===== config.mk =====
export PLATFORM = sky130hd
export DESIGN_NAME = bsm_merger
export DESIGN_NICKNAME = d
export VERILOG_FILES = /design/src/rtl/bsm_pkg.sv /design/src/rtl/bsm_ctrl.sv /design/src/rtl/bsm_dpath.sv /design/src/rtl/bsm_merger.sv
export SDC_FILE = /design/constraint.sdc
export NUM_CORES = 1
export LEC_CHECK = 0
export CAP_MARGIN = 20
export CORE_MARGIN = 5
export CORE_UTILIZATION = 45
export CTS_BUF_LIST = sky130_fd_sc_hd__clkbuf_8
export CTS_CLUSTER_SIZE = 30
export DETAILED_ROUTE_END_ITERATION = 8
export DONT_BUFFER_PORTS = 1
export GPL_TIMING_DRIVEN = 0
export PLACE_DENSITY = 0.65
export SYNTH_ARGS = -nofsm -noshare
export SYNTH_HDL_FRONTEND = slang
export SYNTH_HIERARCHICAL = 1
export SYNTH_SLANG_ARGS = --single-unit

===== constraint.sdc =====
create_clock -name clk -period 10 [get_ports clk]
set_input_delay 2 -clock clk [delete_from_list [all_inputs] [get_ports clk]]
set_output_delay 2 -clock clk [all_outputs]
set_load 0.1 [all_outputs]

===== src/rtl/bsm_pkg.sv =====
package bsm_pkg;
  typedef enum logic {SRC_A = 1'b0, SRC_B = 1'b1} srcSel_e;

  typedef struct packed {
    logic    capture;   // owner chunk taken this edge
    srcSel_e src;       // which stream owns the current slot
    logic    firstSlot; // current slot is Slot1
    logic    emit;      // word leaves this edge
    logic    restart;   // branch-block end
  } strobe_t;
endpackage


===== src/rtl/bsm_ctrl.sv =====
module bsm_ctrl
  import bsm_pkg::*;
(
  input  logic    clk,
  input  logic    rstN,
  input  logic    aValid,
  input  logic    bValid,
  input  logic    blockEnd,
  input  logic    readyA,
  input  logic    readyB,
  output logic    aReady,
  output logic    bReady,
  output logic    slotPos,
  output strobe_t strobe
);
  srcSel_e owner;
  logic accept;

  // one decoder starving: the other one yields both slots
  always_comb begin
    if (readyA ^ readyB) owner = readyA ? SRC_B : SRC_A;
    else                 owner = slotPos ? SRC_B : SRC_A;
  end

  assign aReady = (owner == SRC_A);
  assign bReady = (owner == SRC_B);
  assign accept = (owner == SRC_A) ? aValid : bValid;

  always_comb begin
    strobe.capture   = accept;
    strobe.src       = owner;
    strobe.firstSlot = !slotPos;
    strobe.emit      = (accept && slotPos) || (blockEnd && (slotPos || accept));
    strobe.restart   = blockEnd;
  end

  always_ff @(posedge clk) begin
    if (!rstN)         slotPos <= 1'b0;
    else if (blockEnd) slotPos <= 1'b0;
    else if (accept)   slotPos <= !slotPos;
  end
endmodule


===== src/rtl/bsm_dpath.sv =====
module bsm_dpath
  import bsm_pkg::*;
#(
  parameter int SLOT_W   = 4,
  parameter int SUFF_LEN = 5
) (
  input  logic                             clk,
  input  logic                             rstN,
  input  strobe_t                          strobe,
  input  logic [SLOT_W-1:0]                aData,
  input  logic [$clog2(SLOT_W+1)-1:0]      aLen,
  input  logic [SLOT_W-1:0]                bData,
  input  logic [$clog2(SLOT_W+1)-1:0]      bLen,
  output logic                             readyA,
  output logic                             readyB,
  output logic                             wordValid,
  output logic [2*SLOT_W-1:0]              word
);
  localparam int LEN_W = $clog2(SLOT_W + 1);
  localparam int LVL_W = $clog2(2 * SLOT_W + SUFF_LEN);
  localparam int EXT_W = LVL_W + 1;

  logic [LVL_W-1:0]  levA, levB;
  logic [SLOT_W-1:0] holdData, curData, curChunk;
  logic [LEN_W-1:0]  holdLen, rawLen, curLen;
  srcSel_e           holdSrc;
  logic [EXT_W-1:0]  addA, addB, nextA, nextB;

  assign curData = (strobe.src == SRC_A) ? aData : bData;
  assign rawLen  = (strobe.src == SRC_A) ? aLen  : bLen;
  assign curLen  = (rawLen > LEN_W'(SLOT_W)) ? LEN_W'(SLOT_W) : rawLen;

  // zero padding above the chunk length
  for (genvar i = 0; i < SLOT_W; i++) begin : g_pad
    assign curChunk[i] = curData[i] && (LEN_W'(i) < curLen);
  end

  assign readyA = levA >= LVL_W'(SUFF_LEN);
  assign readyB = levB >= LVL_W'(SUFF_LEN);

  always_comb begin
    addA  = (holdSrc == SRC_A ? EXT_W'(holdLen) : '0) + (strobe.src == SRC_A ? EXT_W'(curLen) : '0);
    addB  = (holdSrc == SRC_B ? EXT_W'(holdLen) : '0) + (strobe.src == SRC_B ? EXT_W'(curLen) : '0);
    nextA = EXT_W'(levA) + addA - (readyA ? EXT_W'(SUFF_LEN) : '0);
    nextB = EXT_W'(levB) + addB - (readyB ? EXT_W'(SUFF_LEN) : '0);
  end

  always_ff @(posedge clk) begin
    if (!rstN) begin
      levA      <= '0;
      levB      <= '0;
      holdData  <= '0;
      holdLen   <= '0;
      holdSrc   <= SRC_A;
      wordValid <= 1'b0;
      word      <= '0;
    end else begin
      wordValid <= strobe.emit;
      if (strobe.capture && strobe.firstSlot) begin
        holdData <= curChunk;
        holdLen  <= curLen;
        holdSrc  <= strobe.src;
      end
      if (strobe.emit) begin
        if (strobe.firstSlot) word <= {{SLOT_W{1'b0}}, curChunk};
        else word <= {(strobe.capture ? curChunk : {SLOT_W{1'b0}}), holdData};
      end
      if (strobe.restart) begin
        levA <= '0;
        levB <= '0;
      end else if (strobe.emit) begin
        levA <= nextA[LVL_W-1:0];
        levB <= nextB[LVL_W-1:0];
      end
    end
  end
endmodule


===== src/rtl/bsm_merger.sv =====
module bsm_merger
  import bsm_pkg::*;
#(
  parameter int SLOT_W   = 4,
  parameter int SUFF_LEN = 5,
  localparam int LEN_W   = $clog2(SLOT_W + 1)
) (
  input  logic                clk,
  input  logic                rstN,
  input  logic                aValid,
  input  logic [SLOT_W-1:0]   aData,
  input  logic [LEN_W-1:0]    aLen,
  output logic                aReady,
  input  logic                bValid,
  input  logic [SLOT_W-1:0]   bData,
  input  logic [LEN_W-1:0]    bLen,
  output logic                bReady,
  input  logic                blockEnd,
  output logic                wordValid,
  output logic [2*SLOT_W-1:0] word
);
  strobe_t strobe;
  logic readyA, readyB, slotPos;

  bsm_ctrl ctrlI (
    .clk(clk), .rstN(rstN), .aValid(aValid), .bValid(bValid), .blockEnd(blockEnd),
    .readyA(readyA), .readyB(readyB), .aReady(aReady), .bReady(bReady),
    .slotPos(slotPos), .strobe(strobe)
  );

  bsm_dpath #(.SLOT_W(SLOT_W), .SUFF_LEN(SUFF_LEN)) dpathI (
    .clk(clk), .rstN(rstN), .strobe(strobe), .aData(aData), .aLen(aLen),
    .bData(bData), .bLen(bLen), .readyA(readyA), .readyB(readyB),
    .wordValid(wordValid), .word(word)
  );
endmodule


==> results of run 1 <==
==> synth_stat cells (all sizes together), types with 2 or more instances <==
library cell,instances,share of area [%]
a211oi,2,0.88
a21boi,2,0.88
a21oi,8,2.4
a2bb2oi,2,1.0
a31oi,4,1.5
and2,6,2.2
buf,11,4.0
dfxtp,26,31
fa,9,11
ha,5,3.7
inv,17,3.8
mux2i,9,5.3
nand2,18,4.0
nand2b,7,2.6
nand3,4,1.2
nor2,22,5.5
nor2b,9,3.8
nor3,5,1.8
nor4b,2,1.0
o211ai,2,0.88
o21a,2,0.88
o21ai,8,2.4
o22ai,2,0.74
xnor2,2,1.0
xor2,4,2.1
==> critical path: cells and delay by family, from the launching register on <==
family          cells  cell delay [ns]
simple gates        3             1.08
compound gates      1             0.19
buf+inv             2             0.57
flops               1             0.35
==> path summary, 6_finish.rpt <==
| kind | end | slack [ns] | cells after the start | startpoint |
|---|---|---|---|---|
| hold / removal | dpathI/holdData[0] | 0.47 | 2 | dpathI/holdData[0] |
| setup reg to reg | dpathI/levB[3] | 5.79 | 16 | dpathI/levB[0] |
| hold reg to reg | dpathI/holdData[0] | 0.47 | 2 | dpathI/holdData[0] |
| setup / recovery | aReady | 5.54 | 6 | dpathI/levB[0] |
==> final cells by class <==
cell class / instances / area, µm² / share of cell area [%]
Tap cell: 48 / 60.1 / 3.28
Buffer: 12 / 71.3 / 3.90
Clock buffer: 3 / 41.3 / 2.26
Inverter: 17 / 63.8 / 3.49
Multi-Input combinational cell: 142 / 1040 / 57.0
Clock inverter: 1 / 30.0 / 1.64
Sequential cell: 26 / 520 / 28.5
==> power by group through the flow <==
stage / Sequential, mW / Combinational [mW] / Clock (mW)
2_1_floorplan: 0.133 / 0.0797 / 0
3_3_place_gp: 0.134 / 0.0930 / 0
3_5_place_dp: 0.134 / 0.0944 / 0
4_1_cts: 0.132 / 0.0945 / 0.0905
6_report: 0.132 / 0.0929 / 0.0882
5_1_grt: 0.133 / 0.105 / 0.0944
==> state kept, by name, indices dropped and copies added (netlist names) <==
| register | cells |
|---|---|
| dpathI/word | 8 |
| dpathI/holdData | 4 |
| dpathI/levA | 4 |
| dpathI/levB | 4 |
| dpathI/holdLen | 3 |
| ctrlI/slotPos | 1 |
| dpathI/holdSrc | 1 |
| dpathI/wordValid | 1 |
==> per-layer routing <==
layer  track usage (%)  vias to the layer above  routed length, µm
li1                  -                      663                  -
met1              20.0                      578               1690
met2              23.6                       31               1560
met3              3.65                        7                216
met4              3.76                        0                 51
met5                 0                        -                  0
==> cell families (layout without fill, tap and decap cells) <==
family | after synthesis | count (layout) | share of synthesized area (%)
XOR/XNOR | 7 | 7 | 4.42
flip-flops | 26 | 26 | 30.7
AO/OA/AOI/OAI | 34 | 34 | 12.6
adder cells (fa/ha/maj) | 14 | 14 | 14.3
AND/OR/NAND/NOR | 77 | 77 | 23.9
buffers and inverters | 29 | 33 | 7.96
multiplexers | 10 | 10 | 6.19
==> through the flow <==
stage               cells  power, mW  area, µm²
CTS                   249      0.317       1830
global placement      245      0.227       1760
global route          249      0.333       1830
finish                249      0.313       1830
detailed placement    245      0.229       1760
floorplan             197      0.212       1700
==> results.tsv, run 1 <==
metric	value	unit
status	finished clean	
port bufs	0	
fin crit period	4.46	ns
Critical Path Sink Type	output port	
post-synthesis register bit count	26	
number of flops mapped to enable cells by yosys	0	
cts bufs inserted	3	
PD cells	171	mW/mm²
CTS root buf	clkbuf_8	
CP Cell Sequence	o21a_1 > nor2_1 > inv_1 > and2b_4 > nor2_4 > inv_2	
Synth Flop Type	dfxtp_1	
vias in the first global route	1337	
worst skew pair latency	0.27	ns
CTS tree	yes	
Final Slew Violations	0	
Routed WL per cell	14.1	µm
sequential-to-total area share from yosys stat	30.7	%
share of flip-flops with an asynchronous set or reset	0	%
largest net degree at the start of global routing	16	
final core utilization	50.0	%
vias	1279	
Avg Inst Size Synth	8.62	µm²
DRT antenna net count	0	
initial core utilization	46.4	%
Leak	0.775	nW
Worst Skew	0.00552	ns
GPL Wtd Cong	0.789	
DP Wirelength	2810	µm
arrival time at the worst endpoint	2.46	ns
Flop pwr share	42.1	%
commonest cells after routing, fill and taps aside	dfxtp_1, nor2_1, nand2_1	
initial DRC count	46	
CP required	8.00	ns
RSZ-0062 raised after global routing	false	
DRC	0	
Min Hold Slack	0.467	ns
# hold bufs at CTS	0	
final count of negative-setup-slack endpoints	0	
CTS Sinks	26	
fmax	224	MHz
Post-Route WL	3520	µm
Ys Warns	6	
crit path kind	reg2out	
Worst-Margin Slew	0.993	ns
Syn Nets	230	
first-pass GRT wire length	6130	µm
H-tree levels	1	
GRT Overall Usage	14.8	%
Resized cells post-CTS	0	
Startpoint Class	register	
Critical Path Max Stage Delay	0.53	ns
pre-CTS WS	5.80	ns
max_cap viols	0	
Core Area	0.00366	mm²
number of distinct library cells after synthesis	44	
Peak VDD IR	0.0694	mV
share of layout cells above drive strength 1	10.4	%
worst-path fanout max	4	
fin nets	235	
Worst-path clk slew	0.09	ns
antenna cells	0	
Gate power share	29.7	%
die height	71.4	µm
GRT overflow	0	
post-route setup TNS	0	ns
worst setup margin	5.54	ns
Syn Inst Count	197	
Sw Pwr	108	µW
initial antenna violation count	0	
DR pass1 iterations	4	
CTS Buffer Depth	2	
sw frac	34.6	%
slew margin rel.	33.7	%
period utilization	44.6	%
Total Die Area	0.00510	mm²
Mapped Area	0.00170	mm²
# rows	22	
Vias/cell	5.14	
clock share of power	28.2	%
commonest non-fill, non-tap cell in the layout	dfxtp_1	
Fin. Hold Viols	0	
Top Ports	30	
Hold WC Path Type	reg2reg	
FILL cells	353	
internal power	205	µW
P&R area growth vs syn	7.74	%
Crit-path slowest cell	nor2_4	
Post-CTS Setup Inserts	0	
Die X-Extent	71.4	µm
Power figures use the tool's default switching activity.
==> run 2: changes to the inputs <==
--- a/config.mk
+++ b/config.mk
@@ -5,6 +5,7 @@
 export SDC_FILE = /design/constraint.sdc
 export NUM_CORES = 1
 export LEC_CHECK = 0
+export ABC_AREA = 1
 export CAP_MARGIN = 20
 export CORE_MARGIN = 5
 export CORE_UTILIZATION = 45
@@ -13,7 +14,7 @@
 export DETAILED_ROUTE_END_ITERATION = 8
 export DONT_BUFFER_PORTS = 1
 export GPL_TIMING_DRIVEN = 0
-export PLACE_DENSITY = 0.65
+export PLACE_DENSITY = 0.67
 export SYNTH_ARGS = -nofsm -noshare
 export SYNTH_HDL_FRONTEND = slang
 export SYNTH_HIERARCHICAL = 1
==> constraint.sdc (replaced) <==
create_clock -name clk -period 3.8 [get_ports clk]
set_input_delay 0.76 -clock clk [delete_from_list [all_inputs] [get_ports clk]]
set_output_delay 0.76 -clock clk [all_outputs]
set_load 0.1 [all_outputs]
==> run 2 against run 1 <==
Effect of this change: hold slack improved by 0.033 ns; clock-buffer cell count grew 1; first-iteration DRC count up 54%; synthesized cell count up 17%; area after synthesis down 0.15%; critical path depth is 16 higher; setup slack worse by 5.5 ns; combinational power grew to 5.5 times the previous value; core utilization is 6.3 points higher; flip-flop and latch count stayed put.
==> results.tsv, run 2 <==
metric	value	unit	change
Post-Route WL	4040	µm	+15%
commonest cells in the netlist	nand2_1, inv_1, dfxtp_1, a21oi_1, o21ai_0		
length in cells of the worst reg-to-reg path	22		+6
# rows	22		unchanged
# placed instances	278		+13%
initial antenna violation count	0		unchanged
Synth Flop Type	dfxtp_1		
internal power	604	µW	+200%
WHS Endpoint	dpathI/holdLen[2]		
Final Slew Violations	0		unchanged
status	finished clean		
final core utilization	56.2	%	+6.3 points
Crit-path slowest cell	fa_1		
CP required	3.97	ns	-4.03 ns
Largest Register	dpathI/word		
CTS tree	yes		
Startpoint Class	register		
worst setup margin	0.0427	ns	-5.50 ns
H-tree levels	1		unchanged
arrival time at the worst endpoint	3.93	ns	+1.47 ns
CTS root buf	clkbuf_8		
initial DRC count	71		+54%
clock share of power	16.6	%	-12 points
Peak VDD IR	0.273	mV	+290%
Syn Nets	263		+14%
largest net degree at the start of global routing	15		-1
Routed WL per cell	13.5	µm	-4.4%
Total Die Area	0.00510	mm²	-0.13%
cts bufs inserted	3		unchanged
met1 usage	19.6	%	-0.44 points
crit path kind	reg2reg		
Core Area	0.00366	mm²	unchanged
Critical Path Max Stage Delay	0.54	ns	about the same
GRT overflow	0		unchanged
vias in the first global route	1361		+1.8%
GR Layer Usage met2	27.6	%	+4.0 points
period utilization	98.9	%	
fmax	266	MHz	
Die X-Extent	71.4	µm	about the same
Worst Skew	0.00313	ns	-0.00240 ns
GPL Wtd Cong	0.839		+6.3%
area of the multi-input gates	0.00108	mm²	+3.4%
Worst-Margin Slew	0.988	ns	-0.00454 ns
top cell type by total area after synthesis	dfxtp_1		
number of flops mapped to enable cells by yosys	0		unchanged
max FFs per register	8		unchanged
first-pass GRT wire length	6340	µm	+3.5%
post-synthesis register bit count	26		unchanged
final count of negative-setup-slack endpoints	0		unchanged
port bufs	0		unchanged
Top Ports	30		unchanged
Ys Warns	6		unchanged
GRT Overall Usage	15.3	%	+0.54 points
Hold Crit Start	dpathI/holdLen[2]		
share of flip-flops with an asynchronous set or reset	0	%	unchanged
fin nets	285		+21%
Mapped Area	0.00170	mm²	-0.15%
RSZ-0062 raised after global routing	true		
DRT antenna net count	0		unchanged
Hold WC Path Type	reg2reg		
commonest cells after routing, fill and taps aside	nand2_1, inv_1, dfxtp_1		
antenna cells	0		unchanged
pre-CTS WS	-0.219	ns	-6.02 ns
number of distinct library cells after synthesis	27		-39%
Synth top area share	30.7	%	+0.045 points
vias	1482		+16%
Fin. Hold Viols	0		unchanged
DR pass1 iterations	4		unchanged
worst-path fanout max	7		+3
worst skew pair latency	0.27	ns	about the same
Critical Path Sink Type	register		
Worst-path clk slew	0.09	ns	about the same
global route hottest layer	met2		
slew margin rel.	34.0	%	+0.30 points
Register Area	527	µm²	+1.2%
CP Cell Sequence	o21ai_2 > nand2_2 > nand2_1 > nand2_2 > nand2_8 > clkinvlp_4 > buf_6 > buf_12 > nand2_8 > nand2_8 > inv_6 > nand3_4 > fa_1 > inv_1 > ha_2 > fa_2 > inv_2 > nand3_2 > nand3_2 > nand2_1 > nand2_1 > nor2_1		
die height	71.4	µm	about the same
sw frac	44.1	%	+9.5 points
sequential-to-total area share from yosys stat	30.7	%	+0.045 points
Layout Cells excl Fill	299		+20%
initial core utilization	46.3	%	-0.068 points
share of layout cells above drive strength 1	25.9	%	+15 points
cell with the most instances after synthesis	nand2_1		
Gate power share	47.4	%	+18 points
hold depth	2		unchanged
Vias/cell	4.96		-3.5%
Flop pwr share	36.0	%	-6.1 points
fin crit period	3.76	ns	
Reg2Reg Launch Point	dpathI/levA[0]		
max_cap viols	0		unchanged
P&R area growth vs syn	21.4	%	
FILL cells	347		-1.7%
Syn Inst Count	230		+17%
Avg Inst Size Synth	7.37	µm²	-14%
CTS Buffer Depth	2		unchanged
Leak	0.946	nW	+22%
PD cells	525	mW/mm²	+210%
# hold bufs at CTS	0		unchanged
FF-to-FF End	dpathI/levB[3]		
DRC	0		unchanged
DP Wirelength	3070	µm	+9.0%
M3 GR Usage	2.81	%	-0.84 points
top cells by area, synth	dfxtp_1, nand2_1, fa_1, inv_1, a21oi_1		
commonest non-fill, non-tap cell in the layout	nand2_1		
CTS Sinks	26		unchanged
R2R Setup Slk	0.04	ns	-5.75 ns
Sw Pwr	476	µW	+340%
run 2: changes by cell type in the layout (fill, tap and decap cells not counted), sizes merged, moves of 4 or more:
cell / before / now
a21oi: 8 / 25
a31oi: 4 / 0
and2: 6 / 0
buf: 11 / 23
inv: 17 / 35
mux2i: 9 / 0
nand2: 18 / 61
nand2b: 7 / 0
nand3: 4 / 16
nor2: 22 / 17
nor2b: 9 / 0
nor3: 5 / 0
o21ai: 8 / 18
run 2: worst max-delay path, delay by kind of cell, from the launching register on:
family | cells | cell delay (ns)
flip-flops | 1 | 0.36
buffers and inverters | 6 | 1.11
adder cells (fa/ha/maj) | 3 | 1.10
AND/OR/NAND/NOR | 12 | 0.95
AO/OA/AOI/OAI | 1 | 0.16
run 2: area by class of cell:
| cell class | count | area share (%) |
|---|---|---|
| Buffer | 7 | 2.86 |
| Clock buffer | 4 | 2.67 |
| Inverter | 37 | 7.42 |
| Multi-Input combinational cell | 160 | 52.3 |
| Sequential cell | 26 | 25.6 |
| Tap cell | 48 | 2.92 |
| Timing Repair Buffer | 17 | 6.20 |
run 2: metal layers:
| metal | up-vias | wire length [µm] |
|---|---|---|
| li1 | 765 | - |
| met1 | 692 | 1770 |
| met2 | 25 | 2140 |
| met3 | 0 | 131 |
| met4 | 0 | 0 |
| met5 | - | 0 |
run 2: worst max-delay path by stage:
stage                    from             end  slack (ns)  cells after the start
2_1_floorplan  dpathI/levA[0]  dpathI/levB[3]        0.08                     22
3_5_place_dp   dpathI/levA[0]  dpathI/levA[3]       -0.22                     22
4_1_cts        dpathI/levA[0]  dpathI/levB[3]       0.007                     22
5_1_grt        dpathI/levA[0]  dpathI/levA[3]       -0.13                     22
6_report       dpathI/levA[0]  dpathI/levB[3]        0.04                     22
3_3_place_gp   dpathI/levA[0]  dpathI/levB[3]       -0.15                     22
run 2: cell families (layout without fill, tap and decap cells):
group | count (synthesis) | in the layout | share of synthesized area (%)
DFF | 26 | 26 | 30.7
AOI/OAI and AO/OA | 46 | 46 | 14.7
and+or+nand+nor | 96 | 96 | 27.3
buffers and inverters | 44 | 65 | 10.9
xor gates and xnor gates | 4 | 4 | 2.07
adders and majority gates | 14 | 14 | 14.3
run 2: repair_timing:
action                     CTS  global route
hold endpoints to repair     0             0
gates resized for setup     10            18
setup buffers                4            13
setup endpoints to repair    4             4
pin swaps                    5            14
run 2: power by group through the flow:
stage | sequential (mW) | combinational (mW) | clock, mW
after floorplan | 0.389 | 0.343 | 0
after global placement | 0.394 | 0.405 | 0
after detailed placement | 0.395 | 0.415 | 0
after CTS | 0.389 | 0.440 | 0.181
after global routing | 0.394 | 0.572 | 0.196
final | 0.389 | 0.512 | 0.179
run 2: per-stage QoR:
| step | area (µm²) | hold slack [ns] | power [mW] | TNS [ns] |
|---|---|---|---|---|
| finish | 2060 | 0.500 | 1.08 | 0 |
| global route | 2060 | 0.529 | 1.16 | -0.331 |
| CTS | 1880 | 0.496 | 1.01 | 0 |
| detailed placement | 1770 | 0.482 | 0.810 | -0.630 |
| global placement | 1770 | 0.476 | 0.799 | -0.341 |
| floorplan | 1710 | 0.450 | 0.733 | 0 |
